$ cat src/rtl/dma_req_pkg.sv
package dma_req_pkg;
  typedef struct packed {
    logic v;
    logic blk;
    logic sw;
  } slot_t;
endpackage

$ cat src/rtl/dma_req_sync.sv
module dma_req_sync #(
  parameter int N_REQ = 32
) (
  input  logic             clk_i,
  input  logic             rst_ni,
  input  logic [N_REQ-1:0] req_i,
  output logic [N_REQ-1:0] rise_o
);
  logic [N_REQ-1:0] s1_q, s2_q, prev_q;

  always_ff @(posedge clk_i or negedge rst_ni) begin
    if (!rst_ni) begin
      s1_q   <= '0;
      s2_q   <= '0;
      prev_q <= '0;
    end else begin
      s1_q   <= req_i;
      s2_q   <= s1_q;
      prev_q <= s2_q;
    end
  end

  assign rise_o = s2_q & ~prev_q;
endmodule

$ cat src/rtl/dma_req_cfg.sv
module dma_req_cfg #(
  parameter int N_CH  = 16,
  parameter int N_REQ = 32,
  localparam int CH_W  = $clog2(N_CH),
  localparam int SEL_W = $clog2(N_REQ)
) (
  input  logic                       clk_i,
  input  logic                       rst_ni,
  input  logic [CH_W-1:0]            ch_i,
  input  logic                       map_we_i,
  input  logic [SEL_W-1:0]           sel_i,
  input  logic                       ctl_we_i,
  input  logic                       en_i,
  input  logic                       blk_i,
  input  logic                       chain_en_i,
  input  logic [CH_W-1:0]            chain_ch_i,
  output logic [N_CH-1:0][SEL_W-1:0] sel_o,
  output logic [N_CH-1:0]            en_o,
  output logic [N_CH-1:0]            blk_o,
  output logic [N_CH-1:0]            chain_en_o,
  output logic [N_CH-1:0][CH_W-1:0]  chain_ch_o
);
  for (genvar c = 0; c < N_CH; c++) begin : g_ch
    localparam logic [SEL_W-1:0] SEL_RST = SEL_W'(c % N_REQ);
    logic hit;
    assign hit = (ch_i == CH_W'(c));

    always_ff @(posedge clk_i or negedge rst_ni) begin
      if (!rst_ni) begin
        sel_o[c]      <= SEL_RST;
        en_o[c]       <= 1'b0;
        blk_o[c]      <= 1'b0;
        chain_en_o[c] <= 1'b0;
        chain_ch_o[c] <= '0;
      end else begin
        if (map_we_i && hit) sel_o[c] <= sel_i;
        if (ctl_we_i && hit) begin
          en_o[c]       <= en_i;
          blk_o[c]      <= blk_i;
          chain_en_o[c] <= chain_en_i;
          chain_ch_o[c] <= chain_ch_i;
        end
      end
    end
  end
endmodule

$ cat src/rtl/dma_req_slot.sv
module dma_req_slot
  import dma_req_pkg::*;
(
  input  logic clk_i,
  input  logic rst_ni,
  input  logic en_i,
  input  logic blk_i,
  input  logic hw_ev_i,
  input  logic sw_ev_i,
  input  logic chain_ev_i,
  input  logic ack_i,
  output logic pend_o,
  output logic blk_o,
  output logic full_o
);
  slot_t pend_q, buf_q, pend_d, buf_d;
  slot_t eff_pend, eff_buf, ent;
  logic  ack_here, sw_ok, hw_any, new_ev;

  assign ack_here = ack_i & pend_q.v;
  // occupancy as it stands once this cycle's acknowledge is applied
  assign eff_pend = ack_here ? buf_q : pend_q;
  assign eff_buf  = ack_here ? slot_t'('0) : buf_q;

  assign hw_any = hw_ev_i | chain_ev_i;
  assign sw_ok  = sw_ev_i & ~(eff_pend.v & eff_pend.sw);
  assign new_ev = en_i & (hw_any | sw_ok);
  assign ent    = '{v: 1'b1, blk: blk_i, sw: ~hw_any};

  always_comb begin
    pend_d = eff_pend;
    buf_d  = eff_buf;
    if (new_ev) begin
      if (!eff_pend.v)     pend_d = ent;
      else if (!eff_buf.v) buf_d  = ent;
    end
  end

  always_ff @(posedge clk_i or negedge rst_ni) begin
    if (!rst_ni) begin
      pend_q <= '0;
      buf_q  <= '0;
    end else begin
      pend_q <= pend_d;
      buf_q  <= buf_d;
    end
  end

  assign pend_o = pend_q.v;
  assign blk_o  = pend_q.v & pend_q.blk;
  assign full_o = buf_q.v;
endmodule

$ cat src/rtl/dma_req_capture.sv
module dma_req_capture #(
  parameter int N_CH  = 16,
  parameter int N_REQ = 32,
  localparam int CH_W  = $clog2(N_CH),
  localparam int SEL_W = $clog2(N_REQ)
) (
  input  logic             clk_i,
  input  logic             rst_ni,
  input  logic [N_REQ-1:0] hw_req_i,
  input  logic [N_CH-1:0]  sw_set_i,
  input  logic [CH_W-1:0]  cfg_ch_i,
  input  logic             cfg_map_we_i,
  input  logic [SEL_W-1:0] cfg_sel_i,
  input  logic             cfg_ctl_we_i,
  input  logic             cfg_en_i,
  input  logic             cfg_blk_i,
  input  logic             cfg_chain_en_i,
  input  logic [CH_W-1:0]  cfg_chain_ch_i,
  input  logic             ack_i,
  input  logic [CH_W-1:0]  ack_ch_i,
  input  logic             ack_last_i,
  output logic [N_CH-1:0]  svc_req_o,
  output logic [N_CH-1:0]  svc_blk_o,
  output logic [N_CH-1:0]  full_o
);
  logic [N_REQ-1:0]           rise;
  logic [N_CH-1:0][SEL_W-1:0] sel_q;
  logic [N_CH-1:0]            ch_en, ch_blk, chain_en;
  logic [N_CH-1:0][CH_W-1:0]  chain_ch;
  logic [N_CH-1:0]            hw_ev, ack_vec, chain_vec;
  logic                       chain_fire;

  dma_req_sync #(.N_REQ(N_REQ)) u_sync (
    .clk_i, .rst_ni, .req_i(hw_req_i), .rise_o(rise)
  );

  dma_req_cfg #(.N_CH(N_CH), .N_REQ(N_REQ)) u_cfg (
    .clk_i, .rst_ni,
    .ch_i(cfg_ch_i), .map_we_i(cfg_map_we_i), .sel_i(cfg_sel_i),
    .ctl_we_i(cfg_ctl_we_i), .en_i(cfg_en_i), .blk_i(cfg_blk_i),
    .chain_en_i(cfg_chain_en_i), .chain_ch_i(cfg_chain_ch_i),
    .sel_o(sel_q), .en_o(ch_en), .blk_o(ch_blk),
    .chain_en_o(chain_en), .chain_ch_o(chain_ch)
  );

  assign ack_vec    = ack_i ? (N_CH'(1) << ack_ch_i) : '0;
  assign chain_fire = ack_i & ack_last_i & svc_req_o[ack_ch_i] & chain_en[ack_ch_i];
  assign chain_vec  = chain_fire ? (N_CH'(1) << chain_ch[ack_ch_i]) : '0;

  for (genvar c = 0; c < N_CH; c++) begin : g_ch
    assign hw_ev[c] = rise[sel_q[c]];

    dma_req_slot u_slot (
      .clk_i, .rst_ni,
      .en_i(ch_en[c]), .blk_i(ch_blk[c]),
      .hw_ev_i(hw_ev[c]), .sw_ev_i(sw_set_i[c]), .chain_ev_i(chain_vec[c]),
      .ack_i(ack_vec[c]),
      .pend_o(svc_req_o[c]), .blk_o(svc_blk_o[c]), .full_o(full_o[c])
    );
  end
endmodule

$ cat config.mk
export PLATFORM = sky130hd
export DESIGN_NAME = dma_req_capture
export DESIGN_NICKNAME = d
export VERILOG_FILES = /design/src/rtl/dma_req_pkg.sv /design/src/rtl/dma_req_sync.sv /design/src/rtl/dma_req_cfg.sv /design/src/rtl/dma_req_slot.sv /design/src/rtl/dma_req_capture.sv
export SDC_FILE = /design/constraint.sdc
export NUM_CORES = 1
export LEC_CHECK = 0
export ABC_AREA = 1
export BUFFER_PORTS_ARGS = -buffer_cell sky130_fd_sc_hd__buf_4
export CAP_MARGIN = 20
export CORE_MARGIN = 8
export CORE_UTILIZATION = 60
export CTS_BUF_LIST = sky130_fd_sc_hd__clkbuf_4 sky130_fd_sc_hd__clkbuf_8 sky130_fd_sc_hd__clkbuf_16
export DETAILED_ROUTE_END_ITERATION = 10
export GPL_TIMING_DRIVEN = 0
export PLACE_DENSITY = 0.74
export SETUP_SLACK_MARGIN = 0.15
export SLEW_MARGIN = 25
export SYNTH_ARGS = -nofsm -noshare
export SYNTH_HDL_FRONTEND = slang
export SYNTH_HIERARCHICAL = 1
export SYNTH_SLANG_ARGS = --single-unit
export TNS_END_PERCENT = 30
$ cat constraint.sdc
create_clock -name clk_i -period 2.51 [get_ports clk_i]
set_input_delay 0.3765 -clock clk_i [delete_from_list [all_inputs] [get_ports clk_i]]
set_output_delay 0.3765 -clock clk_i [all_outputs]
set_load 0.01 [all_outputs]
## Yosys cells after proc, flatten, opt, wreduce, memory -nomap -nowiden

Index checks and enable logic that the tools add are counted.

- Bits in registers: 384
- Input bits: 74
- Output and inout port bits: 48
- Logic and storage cells: 547

- Shift operators: 2
- Reductions and logical operators: 33
- Bitwise gates (word level): 149
- Multiplexer cells: 152
- $lt $le $gt $ge: 17
- Equal/unequal tests: 15

Operators by type and width:

| cell | number |
|---|---|
| 3-bit two-way mux | 80 |
| 5-bit by 6-bit less-than comparator with 1-bit output, second input constant | 16 |
| 1-bit bitwise AND | 83 |
| 1-bit binary-select mux with 5-bit select | 16 |
| 2-bit two-way mux | 32 |
| 32-bit bitwise AND | 1 |
| 4-bit == test, second input constant | 8 |
| 1-bit logical AND | 32 |
| 16-bit two-way mux | 2 |
| 1-bit NOT | 32 |
| 32-bit NOT | 1 |
| 1-bit bitwise OR | 32 |
| 1-bit by 4-bit left shift with 16-bit output, first input constant | 2 |
| 1-bit two-way mux | 18 |
| 4-bit binary-select mux with 4-bit select | 1 |
| 4-bit by 3-bit == test with 1-bit output, second input constant | 4 |
| 1-bit binary-select mux with 4-bit select | 2 |
| 4-bit by 2-bit == test with 1-bit output, second input constant | 2 |
| 4-bit by 5-bit less-than comparator with 1-bit output, second input constant | 1 |
| 4-bit by 1-bit == test with 1-bit output, second input constant | 1 |
| 4-bit logical NOT | 1 |
| 4-bit two-way mux | 1 |

## Longest topological paths before layout

Gate-level depths: netlist (run 1).

- Word-level depth: 10
- Mapped depth: 19
- Mapped depth without buffers: 17

## Cells and area by module

The synthesis (run 1) kept the hierarchy.

Modules (own cells, without submodules):

| module | sequential area each (µm²) | times used | area an instance (µm²) | cells an instance |
|---|---|---|---|---|
| dma_req_cfg | 4844.6 | 1 | 7977.7 | 907 |
| dma_req_slot | 150.1 | 16 | 400.4 | 58 |
| dma_req_capture | 0.0 | 1 | 6233.5 | 1401 |
| dma_req_sync | 2402.3 | 1 | 2722.6 | 160 |

## Worst setup path after synthesis (run 1)

No wires, ideal clock.

- Path kind: input to register
- From: input ack_ch_i[0]
- To: register g_ch[15].u_slot/buf_q[0] (netlist bit)
- Data required time: 2445 ps
- Path slack: 536 ps
- Arrival time: 1909 ps
- Library setup time: 65 ps
- Path buffers: 2
- Cell stages on the path: 19
- Cells stage by stage: buf_4 inv_2 buf_6 nand2_2 nor2_1 nor2_1 nand3_1 nand3_1 nand2_2 inv_2 nand3_1 nor2_1 nor2_1 nand2_1 nand2_1 nand2_1 nand2_1 nand3_1 nand2_1

RTL lines:

| element | RTL line | source |
|---|---|---|
| start: declaration | dma_req_capture.sv:20 | `input logic [CH_W-1:0] ack_ch_i,` |
| end signal: assignment | dma_req_slot.sv:45 | `buf_q <= buf_d;` |
| end: declaration | dma_req_slot.sv:16 | `slot_t pend_q, buf_q, pend_d, buf_d;` |

==> results of run 1 <==
==> worst paths after layout <==
path / start / to / slack, ns / cells after the start
setup / recovery: g_ch[11].u_slot/pend_o / g_ch[1].u_slot/buf_q[0] / 0.21 / 15
hold / removal: cfg_chain_ch_i[3] / u_cfg/chain_ch_o[35] / 0.17 / 3
setup reg to reg: g_ch[11].u_slot/pend_o / g_ch[1].u_slot/buf_q[0] / 0.21 / 15
hold reg to reg: u_sync/s1_q[15] / u_sync/s2_q[15] / 0.35 / 0
max in group asynchronous: rst_ni / g_ch[15].u_slot/pend_o / 1.03 / 4
min in group asynchronous: rst_ni / u_sync/s2_q[24] / 0.28 / 2
==> per-layer routing <==
layer | vias up | GRT usage | routed length (microns)
li1 | 11380 | - | -
met1 | 11677 | 0.4637 | 31590
met2 | 1578 | 0.5210 | 34870
met3 | 304 | 0.08410 | 9586
met4 | 0 | 0.1775 | 3969
met5 | - | 0 | 0
==> flip-flops by register name, indices dropped and copies added, names as in the netlist <==
register            cells
u_sync/s1_q            32
g_ch.u_slot/buf_q      32
u_cfg/blk_o            16
g_ch.u_slot/full_o     16
g_ch.u_slot/pend_q     32
u_cfg/chain_ch_o       64
u_cfg/en_o             16
u_cfg/chain_en_o       16
u_sync/prev_q          32
u_sync/s2_q            32
u_cfg/sel_o            80
g_ch.u_slot/pend_o     16
==> power breakdown <==
| part | switching (mW) | leakage (nW) | internal [mW] | total (mW) |
|---|---|---|---|---|
| clock | 2.72 | 0.753 | 4.08 | 6.80 |
| combinational | 5.33 | 8.71 | 2.94 | 8.26 |
| sequential | 1.30 | 4.64 | 7.53 | 8.83 |
==> placed cells by master (no fill, tap or decap), drive strengths merged <==
master       count
nand2         1316
nand3          375
dfrtp          352
nor2           350
inv            241
o21ai          240
buf            210
clkbuf         165
a21oi          119
nand4           90
o221ai          48
dlygate4sd3     33
dfstp           32
o211ai          27
clkinv          13
bufinv           6
clkinvlp         4
nand3b           3
==> cell usage after synthesis (12+ instances only) <==
master / count / area [sq um]
a21oi_1: 103 / 515.5
a21oi_4: 16 / 260.3
buf_2: 47 / 235.2
buf_4: 12 / 90.09
clkbuf_1: 137 / 514.2
dfrtp_1: 352 / 8808
dfstp_2: 32 / 840.8
inv_1: 217 / 814.5
inv_2: 22 / 82.58
nand2_1: 1197 / 4493
nand2_2: 86 / 538.0
nand2_4: 33 / 371.6
nand3_1: 373 / 1867
nand4_1: 88 / 550.5
nor2_1: 315 / 1182
nor2_2: 34 / 212.7
o211ai_1: 27 / 202.7
o21ai_0: 224 / 1121
o21ai_1: 16 / 80.08
o221ai_1: 48 / 420.4
==> what timing repair did <==
item / in CTS / in global routing
pin swaps: 1 / 18
gates cloned: 0 / 1
hold buffers: 33 / 0
buffers inserted: 0 / 14
gates resized for setup: 88 / 184
setup endpoints to repair: 96 / 95
endpoints found under the hold margin: 67 / 0
==> area by class of cell <==
cell class	instances	area, sq um	share of cell area
multi-input combinational	2568	12160	0.4433
timing repair buffer	157	1404	0.05120
sequential	384	9653	0.3520
inverter	241	904.6	0.03299
clock inverter	23	297.8	0.01086
tap	518	648.1	0.02364
clock buffer	56	1224	0.04463
buffer	195	1134	0.04134
==> metrics by stage <==
step | setup slack [ns] | total power [mW]
after floorplan | 0.5355 | 14.02
after global placement | -2.609 | 16.17
after detailed placement | -0.5553 | 16.52
after CTS | 0.08040 | 23.49
after global routing | 0.1062 | 25.27
final | 0.2063 | 23.89
==> worst reg2reg max path, stage by stage (launching register included) <==
cell and delay, ns:
dfrtp_1 0.53, nand2_1 0.09, nand2_1 0.12, nand2_1 0.07, nand2_1 0.06, nand3_1 0.11
nand3_2 0.15, nand4_4 0.20, nor2_1 0.37, nor2_4 0.12, nand2_1 0.10, nand2_1 0.05
nand2_1 0.05, nand2_1 0.05, nand3_1 0.07, nand2_1 0.05
==> cell families (layout without fill, tap and decap cells) <==
| logic type | after synthesis | after routing | share of synthesized area |
|---|---|---|---|
| AOI/OAI and AO/OA | 434 | 434 | 0.1114 |
| DFF | 384 | 384 | 0.4134 |
| buffers and inverters | 444 | 672 | 0.07623 |
| and+or+nand+nor | 2134 | 2134 | 0.3989 |
==> flow_metrics.env, run 1 <==
export IMPL_ios=122
export IMPL_antenna_found_initial=0
export IMPL_postRouteAntennaNets=0
export IMPL_ys_flop_type="dfrtp_1"
export IMPL_async_flop_share=1.000
export IMPL_initial_core_util=0.6053
export IMPL_post_route_util=0.7112
export IMPL_finalCritPeriodShare=0.9178
export IMPL_htreeDepth=2
export IMPL_yosys_warnings=6
export IMPL_core_rowCount=72
export IMPL_syn_nets=3470
export IMPL_routed_wl_microns=80010
export IMPL_crit_path_max_fanout=8
export IMPL_placed_area_sq_mm=0.02489
export IMPL_drtIter0Drc=3566
export IMPL_clock_sinks=384
export IMPL_cts_buffer_depth=3
export IMPL_avgRoutedWirePerCell_microns=19.32
export IMPL_nNetsFinal=3664
export IMPL_die_area_sq_mm=0.04547
export IMPL_critPathKind="flop to flop"
export IMPL_hold_violations=0
export IMPL_ys_ff_latch=384
export IMPL_clk_pin_slew_ns=0.06
export IMPL_min_path_type="input port to flop"
export IMPL_finalSetupViolCount=0
export IMPL_insertion_delay_ns=0.59
export IMPL_critPathLaunchType="flop"
export IMPL_maxSlewHeadroom=0.4418
export IMPL_fill_cells=3212
export IMPL_crit_top_cell="nand2_1"
export IMPL_critPathMaxStageDelay_ns=0.53
export IMPL_cp_arrival_ns=2.77
export IMPL_core_area_sq_mm=0.03856
export IMPL_cp_num_buf_inv=0
export IMPL_grt_pass1_wl_microns=124700
export IMPL_leakage_nw=14.10
export IMPL_fmax_mhz=434.1
export IMPL_fp_dieH_microns=213.2
export IMPL_synthDistinctLibCells=28
export IMPL_grt_setup_unrepaired="yes"
export IMPL_cts_buffers=43
export IMPL_syn_area_sq_mm=0.02334
export IMPL_peakVddDrop_mv=0.8624
export IMPL_area_growth_pct=17.48
export IMPL_dpl_hpwl_microns=56100
export IMPL_vias=24939
export IMPL_end_kind="flop"
export IMPL_drive_above_1_share=0.1620
export IMPL_final_cell_count_no_fill=4142
export IMPL_fin_skew_ns=0.01725
export IMPL_synth_avg_cell_area_sq_um=6.873
export IMPL_status="complete, no violations"
export IMPL_worstPathCellList="nand2_1 -> nand2_1 -> nand2_1 -> nand2_1 -> nand3_1 -> nand3_2 -> nand4_4 -> nor2_1 -> nor2_4 -> nand2_1 -> nand2_1 -> nand2_1 -> nand2_1 -> nand3_1 -> nand2_1"
export IMPL_timing_hold_ws_ns=0.1736
export IMPL_dp_cells=4023
export IMPL_crit_path_top_delay_cell="dfrtp_1"
export IMPL_drc_errors=0
export IMPL_p_per_area_mw_per_mm2=871.1
export IMPL_stdcell_area_sq_mm=0.02742
export IMPL_grt_max_degree=103
export IMPL_routabilityCongestion=1.014
export IMPL_synth_edf_count=0
export IMPL_port_buffers=105
export IMPL_grt_total_usage=0.3468
export IMPL_grt_pass1_vias=23528
export IMPL_cts_tree="built"
export IMPL_n_antenna_cell=0
export IMPL_min_period_ns=2.304
export IMPL_dr_pass1_iters=8
export IMPL_required_ns=2.98
export IMPL_vias_per_cell=6.021
export IMPL_grt_overflow=0
export IMPL_path_delay_family="simple AND/OR/NAND/NOR gates"
export IMPL_tns_ns=0
export IMPL_cts_root_buf="clkbuf_16"
export IMPL_synth_cells=3396
export IMPL_synth_seq_area_share=0.4134
export IMPL_max_slew_worst_pin_slew_ns=0.8373
export IMPL_drv_slew=0
export IMPL_drv_cap=0
export IMPL_dieWidth_microns=213.2
(Power assumes the default switching activity.)
==> inputs of run 2 (changes only) <==
- CELL_PAD_IN_SITES_DETAIL_PLACEMENT: not set -> 1
- CELL_PAD_IN_SITES_GLOBAL_PLACEMENT: not set -> 2
- CORE_UTILIZATION: 60 -> 35
- PLACE_DENSITY: 0.74 -> 0.76
==> flow_metrics.env, run 2 (same netlist as run 1, synthesis figures left out) <==
export IMPL_layout_commonest_cell="nand2_1"
export IMPL_end_kind="flop"
export IMPL_clkPwrFrac=0.287
export IMPL_dr_pass1_iters=5
export IMPL_vias_per_cell=5.452
export IMPL_drc_errors=0
export IMPL_hold_end="g_ch[10].u_slot/pend_o"
export IMPL_area_growth_pct=22.05
export IMPL_required_ns=3.04
export IMPL_cts_root_buf="clkbuf_16"
export IMPL_fmax_mhz=431.5
export IMPL_grt_busiest_layer="met2"
export IMPL_p_seq_frac=0.360
export IMPL_top_register="u_cfg/sel_o"
export IMPL_final_cell_count_no_fill=4520
export IMPL_htreeDepth=2
export IMPL_drv_cap=0
export IMPL_final_cell_mix="nand2_1, nand3_1, dfrtp_1, nor2_1, o21ai_0"
export IMPL_dp_cells=4370
export IMPL_fin_skew_ns=0.02289
export IMPL_cts_buffers=48
export IMPL_grt_pass1_wl_microns=151000
export IMPL_postRouteAntennaNets=0
export IMPL_vias=24643
export IMPL_critPathLaunchType="flop"
export IMPL_p_per_area_mw_per_mm2=866.4
export IMPL_core_rowCount=94
export IMPL_grtUsageMet2=0.4110
export IMPL_p_sw_mw=9.913
export IMPL_min_period_ns=2.317
export IMPL_reg2reg_to="g_ch[8].u_slot/buf_q[0]"
export IMPL_critPathKind="flop to flop"
export IMPL_cts_buffer_depth=3
export IMPL_die_area_sq_mm=0.07520
export IMPL_hold_violations=0
export IMPL_clock_sinks=384
export IMPL_drtIter0Drc=1753
export IMPL_finalCritPeriodShare=0.9233
export IMPL_grt_setup_unrepaired="yes"
export IMPL_grt_max_degree=93
export IMPL_min_path_cells=5
export IMPL_insertion_delay_ns=0.60
export IMPL_worstHoldStart="sw_set_i[10]"
export IMPL_port_buffers=105
export IMPL_core_area_sq_mm=0.06586
export IMPL_routed_wl_microns=98810
export IMPL_ios=122
export IMPL_leakage_nw=14.38
export IMPL_switching_share=0.4016
export IMPL_min_path_type="input port to flop"
export IMPL_antenna_found_initial=6
export IMPL_grt_total_usage=0.2556
export IMPL_largest_reg_flops=80
export IMPL_grt_util_met1=0.3512
export IMPL_status="complete, no violations"
export IMPL_fp_dieH_microns=274.2
export IMPL_nNetsFinal=3690
export IMPL_avgRoutedWirePerCell_microns=21.86
export IMPL_r2r_slack_ns=0.19
export IMPL_grt_pass1_vias=25548
export IMPL_post_route_util=0.4325
export IMPL_drv_slew=0
export IMPL_drive_above_1_share=0.1834
export IMPL_grt_overflow=0
export IMPL_rr_worst_depth=19
export IMPL_power_internal_mw=14.77
export IMPL_cts_tree="built"
export IMPL_crit_path_max_fanout=8
export IMPL_clk_pin_slew_ns=0.06
export IMPL_initial_core_util=0.3544
export IMPL_met3_usage=0.03624
export IMPL_dpl_hpwl_microns=71540
export IMPL_combPwrFrac=0.354
export IMPL_reg2reg_from="u_sync/s2_q[18]"
export IMPL_routabilityCongestion=0.8957
export IMPL_finalSetupViolCount=0
export IMPL_max_slew_worst_pin_slew_ns=0.8876
export IMPL_maxSlewHeadroom=0.4082
export IMPL_cp_arrival_ns=2.85
export IMPL_dieWidth_microns=274.2
export IMPL_peakVddDrop_mv=0.5353
export IMPL_reg_top3="u_cfg/sel_o (80), u_cfg/chain_ch_o (64)"
export IMPL_timing_hold_ws_ns=0.1708
export IMPL_power_mw=24.68
## run 2: cell types whose count changed in the layout (fill, tap and decap cells not counted), sizes merged
cell	previous run	this run
buf	210	231
bufinv	6	2
clkbuf	165	176
clkinv	13	16
clkinvlp	4	3
diode	0	3
inv	241	240
## run 2: metrics by stage
step | instance area [sq um] | worst slack [ns] | TNS (ns)
2_1_floorplan | 23340 | 0.5355 | 0
3_3_place_gp | 25210 | -3.044 | -1136.72
3_5_place_dp | 25350 | -0.9488 | -50.19
4_1_cts | 27790 | 0.06375 | 0
5_1_grt | 28480 | 0.03993 | 0
6_report | 28490 | 0.1926 | 0
## run 2: worst max-delay path, cell delays in order, from the launching register on
cell and delay, ns:
dfrtp_1 0.39, inv_2 0.07, nor2_4 0.07, buf_12 0.14
clkbuf_16 0.15, o21ai_0 0.16, nor2_1 0.06, a21oi_1 0.19
a21oi_1 0.11, nand2_1 0.07, nand2_1 0.05, nand2_1 0.06
nand2_1 0.06, nor2_2 0.24, nand2_1 0.09, nand2_1 0.07
nand2_1 0.06, nand2_1 0.06, nand3_1 0.07, nand2_1 0.08
## run 2: power groups by stage
stage	logic [mW]	registers [mW]	clock network [mW]
after global routing	9.79	9.04	7.48
after detailed placement	8.13	8.95	0
final	8.73	8.88	7.08
after CTS	8.41	8.87	7.29
after floorplan	5.54	8.49	0
after global placement	7.78	8.91	0
## run 2: routing by layer
metal / vias up / routed length, microns
met3: 176 / 6041
met1: 12299 / 44560
met2: 705 / 44990
li1: 11459 / -
met5: - / 27
met4: 4 / 3186
## run 2: worst max-delay path by stage
stage                     from                   endpoint  slack [ns]
3_3_place_gp            rst_ni  g_ch[15].u_slot/pend_q[1]       -3.04
6_report       u_sync/s2_q[18]    g_ch[8].u_slot/buf_q[0]        0.19
2_1_floorplan      ack_ch_i[0]   g_ch[15].u_slot/buf_q[0]        0.54
5_1_grt        u_sync/s2_q[18]    g_ch[8].u_slot/buf_q[0]        0.04
3_5_place_dp   u_sync/s2_q[16]   g_ch[15].u_slot/buf_q[0]       -0.95
4_1_cts        u_cfg/sel_o[45]    g_ch[9].u_slot/buf_q[0]        0.06
## run 2: layout make-up
cell class | count | area, sq um
Multi-Input combinational cell | 2568 | 12250
Sequential cell | 384 | 9662
Fill cell | 8271 | 37380
Clock buffer | 67 | 1413
Inverter | 241 | 914.6
Tap cell | 864 | 1081
Antenna cell | 3 | 7.507
Clock inverter | 20 | 205.2
Timing Repair Buffer | 173 | 1607
Buffer | 200 | 1349
## run 2: repair_timing
action                                  CTS  global route
hold buffers                             33             0
resized for setup                       156           225
endpoints found under the hold margin    63             0
buffers inserted                          2            23
cloned                                    0             5
pin swaps                                 4            38
endpoints found under the setup margin   96            96
